$ cat config.mk
export PLATFORM = sky130hd
export DESIGN_NAME = aclk_gen
export DESIGN_NICKNAME = d
export VERILOG_FILES = /design/src/rtl/aclk_pkg.sv /design/src/rtl/aclk_cfg.sv /design/src/rtl/aclk_mclk.sv /design/src/rtl/aclk_bclk.sv /design/src/rtl/aclk_gen.sv
export SDC_FILE = /design/constraint.sdc
export NUM_CORES = 1
export LEC_CHECK = 0
export BUFFER_PORTS_ARGS = -buffer_cell sky130_fd_sc_hd__buf_2
export CORE_MARGIN = 2
export CORE_UTILIZATION = 35
export CTS_CLUSTER_DIAMETER = 60
export DETAILED_ROUTE_END_ITERATION = 10
export PLACE_DENSITY = 0.48
export SYNTH_ARGS = -nofsm -noshare
export SYNTH_HDL_FRONTEND = slang
export SYNTH_SLANG_ARGS = --single-unit
$ cat constraint.sdc
create_clock -name clk_i -period 1.2 [get_ports clk_i]
set_input_delay 0.12 -clock clk_i [delete_from_list [all_inputs] [get_ports clk_i]]
set_output_delay 0.12 -clock clk_i [all_outputs]
set_load 0.02 [all_outputs]
$ cat src/rtl/aclk_pkg.sv
package aclk_pkg;

  localparam int MULT_W = 3;
  localparam int CODES  = 1 << MULT_W;

  // captured port configuration
  typedef struct packed {
    logic [MULT_W-1:0] mult;
    logic              fam3;
    logic              wide;
  } aclk_cfg_t;

endpackage

$ cat src/rtl/aclk_cfg.sv
module aclk_cfg
  import aclk_pkg::*;
#(
  parameter int MCLK_HALF  = 2,
  parameter int RATIO2_TOP = 512,
  parameter int RATIO3_TOP = 384,
  parameter int N2_CODES   = 5,
  parameter int N3_CODES   = 4,
  parameter int SLOT_STD   = 16,
  parameter int SLOT_WIDE  = 24,
  parameter int HALF_W     = 12,
  parameter int SLOT_W     = 5
) (
  input  logic              clk_i,
  input  logic              rst_ni,
  input  logic              run_i,
  input  aclk_cfg_t         cfg_i,
  output aclk_cfg_t         cfg_q_o,
  output logic              legal_o,
  output logic              div_ok_o,
  output logic [HALF_W-1:0] bhalf_o,
  output logic [SLOT_W-1:0] slot_o
);

  localparam int FR_STD  = 2 * SLOT_STD;
  localparam int FR_WIDE = 2 * SLOT_WIDE;

  typedef struct packed {
    logic              legal;
    logic              ok_std;
    logic              ok_wide;
    logic [HALF_W-1:0] half_std;
    logic [HALF_W-1:0] half_wide;
  } ent_t;

  function automatic ent_t mk_ent(input int r);
    ent_t e;
    e.legal     = (r != 0);
    e.ok_std    = (r != 0) && (r >= FR_STD)  && ((r % FR_STD)  == 0);
    e.ok_wide   = (r != 0) && (r >= FR_WIDE) && ((r % FR_WIDE) == 0);
    e.half_std  = HALF_W'((r / FR_STD)  * MCLK_HALF);
    e.half_wide = HALF_W'((r / FR_WIDE) * MCLK_HALF);
    return e;
  endfunction

  // capture register with explicit enable
  aclk_cfg_t cfg_q, cfg_d;
  logic      cap_en;

  assign cap_en = ~run_i;

  always_comb begin
    cfg_d = cfg_q;
    if (cap_en) cfg_d = cfg_i;
  end

  always_ff @(posedge clk_i or negedge rst_ni) begin
    if (!rst_ni) cfg_q <= '0;
    else         cfg_q <= cfg_d;
  end

  // constant ratio tables, one entry per multiplier code and family
  ent_t tab2 [CODES];
  ent_t tab3 [CODES];

  for (genvar i = 0; i < CODES; i++) begin : g_code
    localparam int R2 = (i < N2_CODES) ? (RATIO2_TOP >> i) : 0;
    localparam int R3 = (i < N3_CODES) ? (RATIO3_TOP >> i) : 0;
    assign tab2[i] = mk_ent(R2);
    assign tab3[i] = mk_ent(R3);
  end

  ent_t sel;

  always_comb begin
    sel      = cfg_q.fam3 ? tab3[cfg_q.mult] : tab2[cfg_q.mult];
    legal_o  = sel.legal;
    div_ok_o = cfg_q.wide ? sel.ok_wide   : sel.ok_std;
    bhalf_o  = cfg_q.wide ? sel.half_wide : sel.half_std;
    slot_o   = cfg_q.wide ? SLOT_W'(SLOT_WIDE) : SLOT_W'(SLOT_STD);
  end

  assign cfg_q_o = cfg_q;

endmodule

$ cat src/rtl/aclk_mclk.sv
module aclk_mclk #(
  parameter int MCLK_HALF = 2,
  localparam int CNT_W    = $clog2(MCLK_HALF + 1)
) (
  input  logic clk_i,
  input  logic rst_ni,
  input  logic en_i,
  output logic mclk_o,
  output logic rise_next_o
);

  logic [CNT_W-1:0] cnt_q, cnt_d;
  logic             mclk_q, mclk_d;
  logic             wrap;

  assign wrap = (cnt_q == CNT_W'(MCLK_HALF - 1));

  always_comb begin
    cnt_d  = cnt_q;
    mclk_d = mclk_q;
    if (!en_i) begin
      cnt_d  = '0;
      mclk_d = 1'b0;
    end else if (wrap) begin
      cnt_d  = '0;
      mclk_d = ~mclk_q;
    end else begin
      cnt_d  = cnt_q + CNT_W'(1);
    end
  end

  always_ff @(posedge clk_i or negedge rst_ni) begin
    if (!rst_ni) begin
      cnt_q  <= '0;
      mclk_q <= 1'b0;
    end else begin
      cnt_q  <= cnt_d;
      mclk_q <= mclk_d;
    end
  end

  assign mclk_o      = mclk_q;
  // the coming edge raises the master clock
  assign rise_next_o = en_i & wrap & ~mclk_q;

endmodule

$ cat src/rtl/aclk_bclk.sv
module aclk_bclk #(
  parameter int HALF_W = 12,
  parameter int SLOT_W = 5
) (
  input  logic              clk_i,
  input  logic              rst_ni,
  input  logic              en_i,
  input  logic              start_i,
  input  logic [HALF_W-1:0] half_i,
  input  logic [SLOT_W-1:0] slot_i,
  output logic              bclk_o,
  output logic              rise_o,
  output logic              fall_o,
  output logic              fclk_o,
  output logic              fstb_o
);

  logic              act_q, act_d;
  logic [HALF_W-1:0] cnt_q, cnt_d;
  logic [SLOT_W-1:0] bits_q, bits_d;
  logic              bclk_q, bclk_d;
  logic              fclk_q, fclk_d;
  logic              rise_q, rise_d;
  logic              fall_q, fall_d;
  logic              fstb_q, fstb_d;
  logic              half_end, slot_end;

  assign half_end = (cnt_q == half_i - HALF_W'(1));
  assign slot_end = (bits_q == slot_i - SLOT_W'(1));

  always_comb begin
    act_d  = act_q;
    cnt_d  = cnt_q;
    bits_d = bits_q;
    bclk_d = bclk_q;
    fclk_d = fclk_q;
    rise_d = 1'b0;
    fall_d = 1'b0;
    fstb_d = 1'b0;
    if (!en_i) begin
      act_d  = 1'b0;
      cnt_d  = '0;
      bits_d = '0;
      bclk_d = 1'b0;
      fclk_d = 1'b0;
    end else if (!act_q) begin
      // wait for a master-clock rise so both clocks share phase
      if (start_i) begin
        act_d = 1'b1;
        cnt_d = '0;
      end
    end else if (half_end) begin
      cnt_d  = '0;
      bclk_d = ~bclk_q;
      rise_d = ~bclk_q;
      fall_d = bclk_q;
      if (bclk_q) begin
        if (slot_end) begin
          bits_d = '0;
          fclk_d = ~fclk_q;
          fstb_d = 1'b1;
        end else begin
          bits_d = bits_q + SLOT_W'(1);
        end
      end
    end else begin
      cnt_d = cnt_q + HALF_W'(1);
    end
  end

  always_ff @(posedge clk_i or negedge rst_ni) begin
    if (!rst_ni) begin
      act_q  <= 1'b0;
      cnt_q  <= '0;
      bits_q <= '0;
      bclk_q <= 1'b0;
      fclk_q <= 1'b0;
      rise_q <= 1'b0;
      fall_q <= 1'b0;
      fstb_q <= 1'b0;
    end else begin
      act_q  <= act_d;
      cnt_q  <= cnt_d;
      bits_q <= bits_d;
      bclk_q <= bclk_d;
      fclk_q <= fclk_d;
      rise_q <= rise_d;
      fall_q <= fall_d;
      fstb_q <= fstb_d;
    end
  end

  assign bclk_o = bclk_q;
  assign fclk_o = fclk_q;
  assign rise_o = rise_q;
  assign fall_o = fall_q;
  assign fstb_o = fstb_q;

endmodule

$ cat src/rtl/aclk_gen.sv
module aclk_gen
  import aclk_pkg::*;
#(
  parameter int MCLK_HALF  = 2,
  parameter int RATIO2_TOP = 512,
  parameter int RATIO3_TOP = 384,
  parameter int N2_CODES   = 5,
  parameter int N3_CODES   = 4,
  parameter int SLOT_STD   = 16,
  parameter int SLOT_WIDE  = 24
) (
  input  logic              clk_i,
  input  logic              rst_ni,
  input  logic              run_i,
  input  logic              gate_i,
  input  logic              xfer_i,
  input  logic [MULT_W-1:0] mult_i,
  input  logic              fam3_i,
  input  logic              wide_i,
  output logic              mclk_o,
  output logic              bclk_o,
  output logic              fclk_o,
  output logic              bclk_rise_o,
  output logic              bclk_fall_o,
  output logic              frame_stb_o,
  output logic              cfg_bad_o,
  output logic              cfg_err_o
);

  localparam int TOP_RATIO = (RATIO2_TOP > RATIO3_TOP) ? RATIO2_TOP : RATIO3_TOP;
  localparam int TOP_SLOT  = (SLOT_WIDE > SLOT_STD) ? SLOT_WIDE : SLOT_STD;
  localparam int HALF_W    = $clog2(TOP_RATIO * MCLK_HALF + 1);
  localparam int SLOT_W    = $clog2(TOP_SLOT + 1);

  // asynchronous assert, synchronous release
  logic [1:0] rst_pipe;
  logic       rst_n_int;

  always_ff @(posedge clk_i or negedge rst_ni) begin
    if (!rst_ni) rst_pipe <= 2'b00;
    else         rst_pipe <= {rst_pipe[0], 1'b1};
  end
  assign rst_n_int = rst_pipe[1];

  aclk_cfg_t         cfg_in, cfg_q;
  logic              legal, div_ok;
  logic [HALF_W-1:0] bhalf;
  logic [SLOT_W-1:0] slot;
  logic              mclk_en, bclk_en, rise_next;

  assign cfg_in.mult = mult_i;
  assign cfg_in.fam3 = fam3_i;
  assign cfg_in.wide = wide_i;

  aclk_cfg #(
    .MCLK_HALF (MCLK_HALF),
    .RATIO2_TOP(RATIO2_TOP),
    .RATIO3_TOP(RATIO3_TOP),
    .N2_CODES  (N2_CODES),
    .N3_CODES  (N3_CODES),
    .SLOT_STD  (SLOT_STD),
    .SLOT_WIDE (SLOT_WIDE),
    .HALF_W    (HALF_W),
    .SLOT_W    (SLOT_W)
  ) u_cfg (
    .clk_i   (clk_i),
    .rst_ni  (rst_n_int),
    .run_i   (run_i),
    .cfg_i   (cfg_in),
    .cfg_q_o (cfg_q),
    .legal_o (legal),
    .div_ok_o(div_ok),
    .bhalf_o (bhalf),
    .slot_o  (slot)
  );

  assign mclk_en = run_i & ~gate_i & legal;
  assign bclk_en = mclk_en & xfer_i & div_ok;

  aclk_mclk #(
    .MCLK_HALF(MCLK_HALF)
  ) u_mclk (
    .clk_i      (clk_i),
    .rst_ni     (rst_n_int),
    .en_i       (mclk_en),
    .mclk_o     (mclk_o),
    .rise_next_o(rise_next)
  );

  aclk_bclk #(
    .HALF_W(HALF_W),
    .SLOT_W(SLOT_W)
  ) u_bclk (
    .clk_i  (clk_i),
    .rst_ni (rst_n_int),
    .en_i   (bclk_en),
    .start_i(rise_next),
    .half_i (bhalf),
    .slot_i (slot),
    .bclk_o (bclk_o),
    .rise_o (bclk_rise_o),
    .fall_o (bclk_fall_o),
    .fclk_o (fclk_o),
    .fstb_o (frame_stb_o)
  );

  assign cfg_bad_o = ~legal;
  assign cfg_err_o = legal & ~div_ok;

endmodule

==> implementation parameters, run 1 <==
Parameter                              Value

Logic synthesis
  Syn. warnings ... 0
  Sequential share of the synthesized area ... 40.58%
  Most area-consuming cells after synthesis ... dfrtp_1 41%, ha_1 5.7%, nand3_1 4.1%
  Primary flip-flop cell chosen by synthesis mapping ... dfrtp_1
  Distinct cell type count of the synthesized netlist ... 53
  Post-synth EDFFs ... 0
  Fraction of synthesis flops using an asynchronous set or reset pin ... 100.0%
  Count of mapped cells out of synthesis ... 210
  Per-instance average area after synthesis ... 9.396 µm²
  Post-synthesis instance area ... 0.001973 mm²
  Post-synthesis net count ... 229
  Synth area leader ... dfrtp_1
  Top cell type's share of synthesized area ... 40.58%
  Post-synthesis sequential element count ... 32

Placement
  Cell area after placement ... 0.002653 mm²
  RePlAce Congestion ... 0.7503
  Cell total after placement ... 353
  Number of port buffers ... 17
  DP Wirelength ... 3.598 mm

Finish
  Layout Cells excl Fill ... 365
  Synth-to-Final Area Change ... 50.35%
  Inserted Diodes ... 0
  Number of nets in the finished design ... 311
  Utilization after layout ... 54.21%
  Non-Filler Cell Area, Final ... 0.002967 mm²
  Proportion of layout cells with a drive suffix above 1 ... 44.03%

Critical path
  Data arrival time of the critical path ... 3.36 ns
  CP endpoint kind ... flip-flop
  Largest fanout of any net on the critical path ... 7
  Worst EP required ... 1.42 ns
  Cell type of the slowest stage on the worst timing path ... or4b_4
  CP cell instances ... inv_1, ha_4, mux2_4, a32oi_2, ha_2, o2111a_1, ha_1, xor2_1, nand4_1, nor2_2, o2111ai_4, or4b_4, a21oi_2
  Kind of start point of the critical path ... flip-flop
  Longest individual stage delay on the worst path ... 0.58 ns
  Critical path class ... flip-flop to flip-flop
  Cells on worst reg2reg path ... 13

Drt
  Detailed-route wire length per cell ... 13.35 µm
  Detailed-route vias per instance ... 4.997
  Routed vias ... 1824
  Drt pass-1 iters ... 4
  Drt drc ... 0
  Initial DRC count ... 74
  Number of antenna-violating nets in the routed design ... 0
  Post-Route WL ... 4.874 mm

Floorplanning
  Number of core rows ... 27
  CORE AREA ... 0.005473 mm²
  Initial Utilization ... 36.05%
  Die Area ... 0.006254 mm²
  Horizontal die dimension ... 79.09 µm
  I/O pin total ... 18
  Height of the chip ... 79.09 µm

GRT
  Pin count of the biggest net entering global routing ... 25
  Remaining global-route overflow ... 0
  Overall routing resource usage ... 16.27%
  Global-route wire length before repair ... 7.983 mm
  Via count of the first global-routing pass ... 1751
  Number of antenna violations at the first check in global routing ... 0

Status
  Failing checks ... setup timing
  Run status ... finished, violations left

Pwr
  Power per cell area ... 966.6 mW/mm²
  Maximum vdd drop ... 465.0 µV
  Leakage power figure ... 1.317 nW

STA
  Part of the cycle the worst path needs ... 261.2%
  Worst setup slack after layout ... -1.935 ns
  Worst setup skew after layout ... 0.006109 ns
  Count of final max-slew check failures ... 0
  Final hold violation count ... 0
  Achievable Freq ... 0.3190 GHz
  Unrepaired setup endpoints after global routing ... yes
  Tmin final ... 3.135 ns
  Smallest hold slack ... 0.06222 ns
  Number of setup violations in the final report ... 27

Hold path
  Worst Hold Class ... input pin to flip-flop
  Count of cells along the worst hold path ... 2

Clocking
  H-tree depth reported by CTS ... 2
  Clock root cell ... clkbuf_8
  Clock latency on the worst-skew pair ... 0.29 ns
  Clock sink total ... 32
  Bufs on Longest Clock Path ... 2
  Clock tree from TritonCTS ... yes
  Clock buffer count from CTS ... 5
  CTS clk-pin slew, worst paths ... 0.07 ns

Run
  Max-cap check violation count ... 0
-- synthesized netlist by cell type, types with 2 or more instances --
master    count
a21oi_1       5
a22o_1        2
a31oi_1       5
and2_1        4
and3_1        4
buf_2         5
clkbuf_1      3
dfrtp_1      32
ha_1          9
inv_1        10
mux2_2        5
mux2i_1       6
nand2_1      16
nand2b_1      7
nand3_1      16
nand4_1       4
nor2_1       15
nor2b_1       3
nor3_1        3
nor4_1        2
o21ai_0       8
o22ai_1       2
o31ai_1       2
or3_1         6
or4_1         2
xnor2_1       5
xor2_1        3
-- state kept, by name, summed over array words and instances, names as in the netlist, 2 cells and up --
name and cells:
u_bclk.cnt_q 11, u_mclk.cnt_q 2, rst_pipe 2, u_cfg.cfg_q_o 5
u_bclk.bits_q 5
-- per-stage QoR --
step | worst slack [ns] | TNS, ns | power, mW
floorplan | -1.851 | -35.92 | 1.509
global placement | -1.950 | -39.93 | 1.738
detailed placement | -2.013 | -41.32 | 1.736
CTS | -1.961 | -40.40 | 2.866
global route | -2.104 | -43.18 | 3.009
finish | -1.935 | -39.28 | 2.868
-- cell usage in the layout (no fill, tap or decap), drive strengths merged, types with 3 or more instances in the layout --
cell     n
buf     82
dfrtp   32
nand2   16
nand3   16
nor2    15
inv     10
o21ai    9
ha       9
nand2b   7
mux2     7
mux2i    6
or3      6
xnor2    5
a31oi    5
clkbuf   5
a21oi    5
nand4    4
and3     4
and2     4
nor2b    3
nor3     3
xor2     3
-- layout make-up --
type / count / area (µm²)
fill: 500 / 2506
multi-input combinational: 160 / 1274
sequential: 32 / 802.0
timing repair buffer: 83 / 646.9
tap: 72 / 90.09
clock buffer: 5 / 68.82
clock inverter: 3 / 42.54
inverter: 10 / 42.54
-- layer usage --
layer	part of all wire, %	vias up	wire (µm)	GRT usage, %
li1	-	931	-	-
met1	49	858	2398	21.77
met2	47	28	2268	26.53
met3	3.1	7	151	3.636
met4	1.1	0	56	4.483
met5	0	-	0	0
-- cells by family (layout without fill, tap and decap cells) --
| family | Yosys count | after routing | synth area share (%) |
|---|---|---|---|
| AND/OR/NAND/NOR | 91 | 91 | 25.36 |
| adder cells (fa/ha/maj) | 9 | 9 | 5.707 |
| multiplexers | 13 | 13 | 7.229 |
| buffers and inverters | 18 | 101 | 3.741 |
| AO/OA/AOI/OAI | 38 | 38 | 13.63 |
| flip-flops | 32 | 32 | 40.58 |
| XOR/XNOR | 8 | 8 | 3.551 |
| other | 1 | 1 | 0.1901 |
-- worst paths after layout --
| kind | from | endpoint | slack [ns] |
|---|---|---|---|
| worst max-delay path | u_cfg.cfg_q_o[3]$_DFFE_PN0N_ | u_bclk.bits_q[0]$_DFFE_PN0P_ | -1.93 |
| worst min-delay path | fam3_i | u_cfg.cfg_q_o[1]$_DFFE_PN0N_ | 0.06 |
| worst max register to register | u_cfg.cfg_q_o[3]$_DFFE_PN0N_ | u_bclk.bits_q[0]$_DFFE_PN0P_ | -1.93 |
| worst min register to register | rst_pipe[1]$_DFF_PN0_ | u_bclk.cnt_q[5]$_DFFE_PN0P_ | 0.14 |
| max in group asynchronous | rst_pipe[1]$_DFF_PN0_ | u_cfg.cfg_q_o[1]$_DFFE_PN0N_ | 0.60 |
| min in group asynchronous | rst_ni | rst_pipe[0]$_DFF_PN0_ | 0.14 |
-- critical path, delay by kind of cell, from the launching register on --
family / cells / cell delay (ns)
compound gates: 4 / 0.66
fa+ha+maj: 3 / 0.65
simple gates: 3 / 0.86
mux: 1 / 0.25
xor+xnor: 1 / 0.13
buf+inv: 1 / 0.11
flops: 1 / 0.41
-- where the power goes --
group	switching (mW)	internal (mW)
clock	0.433	0.614
sequential	0.0309	1.10
combinational	0.319	0.369
-- repair_timing --
item                       4_1_cts  5_1_grt
resized for setup               24       15
buffers inserted                 2        1
setup endpoints to repair       27       27
pin swaps                       11        9
hold buffers                     1        0
hold endpoints to repair         2        0
Power figures use the tool's default switching activity.
==> run 2, diff against run 1 <==
--- a/config.mk
+++ b/config.mk
@@ -10,7 +10,7 @@
 export CORE_UTILIZATION = 35
 export CTS_CLUSTER_DIAMETER = 60
 export DETAILED_ROUTE_END_ITERATION = 10
-export PLACE_DENSITY = 0.48
+export PLACE_DENSITY_LB_ADDON = 0.05
 export SYNTH_ARGS = -nofsm -noshare
 export SYNTH_HDL_FRONTEND = slang
 export SYNTH_SLANG_ARGS = --single-unit
==> implementation parameters, run 2 (synthesis results as in run 1) <==
Parameter                              Value

Floorplanning
  Number of core rows ... 27 (unchanged)
  I/O pin total ... 18 (unchanged)
  Die Area ... 0.006254 mm² (unchanged)
  Initial Utilization ... 36.05% (unchanged)
  Height of the chip ... 79.09 µm (unchanged)
  Horizontal die dimension ... 79.09 µm (unchanged)
  CORE AREA ... 0.005473 mm² (unchanged)

GRT
  Via count of the first global-routing pass ... 2007 (was 1751)
  Overall routing resource usage ... 18.91% (was 16.27%)
  Global-route wire length before repair ... 9.349 mm (was 7.983 mm)
  Number of antenna violations at the first check in global routing ... 0 (unchanged)
  Remaining global-route overflow ... 0 (unchanged)
  Pin count of the biggest net entering global routing ... 31 (was 25)

Finish
  Most common cell after layout, fill and taps aside ... buf_4 (unchanged)
  Number of nets in the finished design ... 318 (was 311)
  Synth-to-Final Area Change ... 60.62% (was 50.35%)
  Inserted Diodes ... 0 (unchanged)
  Number of flip-flops under the largest register name ... 11 (unchanged)
  Proportion of layout cells with a drive suffix above 1 ... 49.67% (was 44.03%)
  Commonest cells after routing, fill and taps aside ... 59 x buf_4, 28 x dfrtp_1, 15 x nand3_1 (was 56 x buf_4, 31 x dfrtp_1, 15 x nand2_1, 15 x buf_2, 14 x nand3_1)
  Register name with the most flops ... u_bclk.cnt_q (unchanged)

Drt
  Detailed-route vias per instance ... 5.094 (was 4.997)
  Routed vias ... 1895 (was 1824)
  Drt drc ... 0 (unchanged)
  Post-Route WL ... 5.513 mm (was 4.874 mm)
  Initial DRC count ... 67 (was 74)
  Number of antenna-violating nets in the routed design ... 0 (unchanged)
  Detailed-route wire length per cell ... 14.82 µm (was 13.35 µm)
  Drt pass-1 iters ... 4 (unchanged)

Clocking
  Clock latency on the worst-skew pair ... 0.28 ns (was 0.29 ns)
  Bufs on Longest Clock Path ... 2 (unchanged)
  H-tree depth reported by CTS ... 2 (unchanged)
  Clock sink total ... 32 (unchanged)
  Clock root cell ... clkbuf_8 (unchanged)
  Clock buffer count from CTS ... 5 (unchanged)
  Clock tree from TritonCTS ... yes (unchanged)
  CTS clk-pin slew, worst paths ... 0.07 ns (about the same)

STA
  Setup TNS ... -40.17 ns (was -39.28 ns)
  Unrepaired setup endpoints after global routing ... yes (unchanged)
  Count of final max-slew check failures ... 0 (unchanged)
  Tmin final ... 3.137 ns (was 3.135 ns)
  Achievable Freq ... 0.3188 GHz (was 0.3190 GHz)
  Worst setup skew after layout ... 0.007793 ns (was 0.006109 ns)
  Final hold violation count ... 0 (unchanged)
  Part of the cycle the worst path needs ... 261.4% (was 261.2%)
  Number of setup violations in the final report ... 27 (unchanged)
  Worst setup slack after layout ... -1.937 ns (was -1.935 ns)

Critical path
  Worst EP required ... 1.42 ns (about the same)
  Reg2reg setup slack ... -1.94 ns (was -1.93 ns)
  Cell type of the slowest stage on the worst timing path ... or4b_4 (unchanged)
  Data arrival time of the critical path ... 3.35 ns (was 3.36 ns)
  Largest fanout of any net on the critical path ... 6 (was 7)
  CP endpoint kind ... flip-flop (unchanged)
  Longest individual stage delay on the worst path ... 0.57 ns (was 0.58 ns)
  CP cell instances ... ha_4, mux2_4, a221oi_4, ha_2, o2111a_1, ha_1, xor2_1, nand4_1, nor2_2, o2111ai_4, or4b_4, a21oi_2 (was inv_1, ha_4, mux2_4, a32oi_2, ha_2, o2111a_1, ha_1, xor2_1, nand4_1, nor2_2, o2111ai_4, or4b_4, a21oi_2)
  Critical path class ... flip-flop to flip-flop (unchanged)
  Kind of start point of the critical path ... flip-flop (unchanged)

Run
  Max-cap check violation count ... 0 (unchanged)

Pwr
  Maximum vdd drop ... 514.0 µV (was 465.0 µV)
  Overall power of the completed layout ... 2.769 mW (was 2.868 mW)
  Power per cell area ... 873.7 mW/mm² (was 966.6 mW/mm²)
  Leakage power figure ... 1.383 nW (was 1.317 nW)

Placement
  Number of port buffers ... 17 (unchanged)
  DP Wirelength ... 3.952 mm (was 3.598 mm)
  RePlAce Congestion ... 0.9098 (was 0.7503)
  Worst slack after detailed placement ... -2.006 ns (was -2.013 ns)

Hold path
  Worst Hold Class ... input pin to flip-flop (unchanged)

Status
  Run status ... finished, violations left (unchanged)
  Failing checks ... setup timing (unchanged)
## run 2: cell types whose count changed in the layout (fill, tap and decap cells not counted), moves of 3 or more
cell / change
a31oi_1: -4
a31oi_4: +4
buf_4: +3
dfrtp_1: -3
dfrtp_2: +3
inv_2: +3
o21ai_0: -3
## run 2: cell type report
class / instances / area (µm²)
clock buffer: 7 / 86.33
clock inverter: 1 / 7.507
fill: 510 / 2303
inverter: 10 / 37.54
multi-input combinational: 160 / 1398
sequential: 32 / 805.8
tap: 72 / 90.09
timing repair buffer: 90 / 744.5
## run 2: layer usage
metal / GRT usage, % / vias to the layer above / routed length (µm)
li1: - / 948 / -
met1: 24.46 / 912 / 2540
met2: 32.54 / 28 / 2768
met3: 3.750 / 7 / 150
met4: 4.483 / 0 / 54
met5: 0 / - / 0
## run 2: where the power goes
group	switching (mW)	total [mW]	internal (mW)
Combinational	0.338	0.745	0.407
Sequential	0.0380	1.14	1.10
Clock	0.416	0.882	0.466
## run 2: worst paths after layout
path                                           endpoint                    startpoint  depth (start not counted)
max in group asynchronous  u_cfg.cfg_q_o[2]$_DFFE_PN0N_         rst_pipe[1]$_DFF_PN0_                          1
min                        u_cfg.cfg_q_o[0]$_DFFE_PN0N_                        wide_i                          2
min in group asynchronous         rst_pipe[1]$_DFF_PN0_                        rst_ni                          2
max                        u_bclk.bits_q[0]$_DFFE_PN0P_  u_cfg.cfg_q_o[3]$_DFFE_PN0N_                         12
max reg2reg                u_bclk.bits_q[0]$_DFFE_PN0P_  u_cfg.cfg_q_o[3]$_DFFE_PN0N_                         12
min reg2reg                     u_bclk.rise_o$_DFF_PN0_         rst_pipe[1]$_DFF_PN0_                          1
## run 2: critical path: cells and delay by family (launching register included)
kind | cells | cell delay (ns)
simple gates | 3 | 0.83
compound gates | 4 | 0.75
fa+ha+maj | 3 | 0.64
flops | 1 | 0.44
mux | 1 | 0.27
xor+xnor | 1 | 0.13
## run 2: stage by stage
step	area [µm²]	cells	util [%]	hold slack, ns
after floorplan	2027	210	-	-0.1756
after global placement	2675	356	48.88	-0.09463
after detailed placement	2675	356	48.88	-0.09302
after CTS	3053	370	55.78	0.07815
after global routing	3169	372	57.91	0.08266
final	3169	372	57.91	0.08511
## run 2: repair_timing
| item | 4_1_cts | 5_1_grt |
|---|---|---|
| pin swaps | 10 | 13 |
| endpoints found under the hold margin | 2 | 0 |
| resized for setup | 48 | 20 |
| gates cloned | 1 | 0 |
| hold buffers | 1 | 0 |
| setup buffers | 5 | 3 |
| setup endpoints to repair | 28 | 28 |
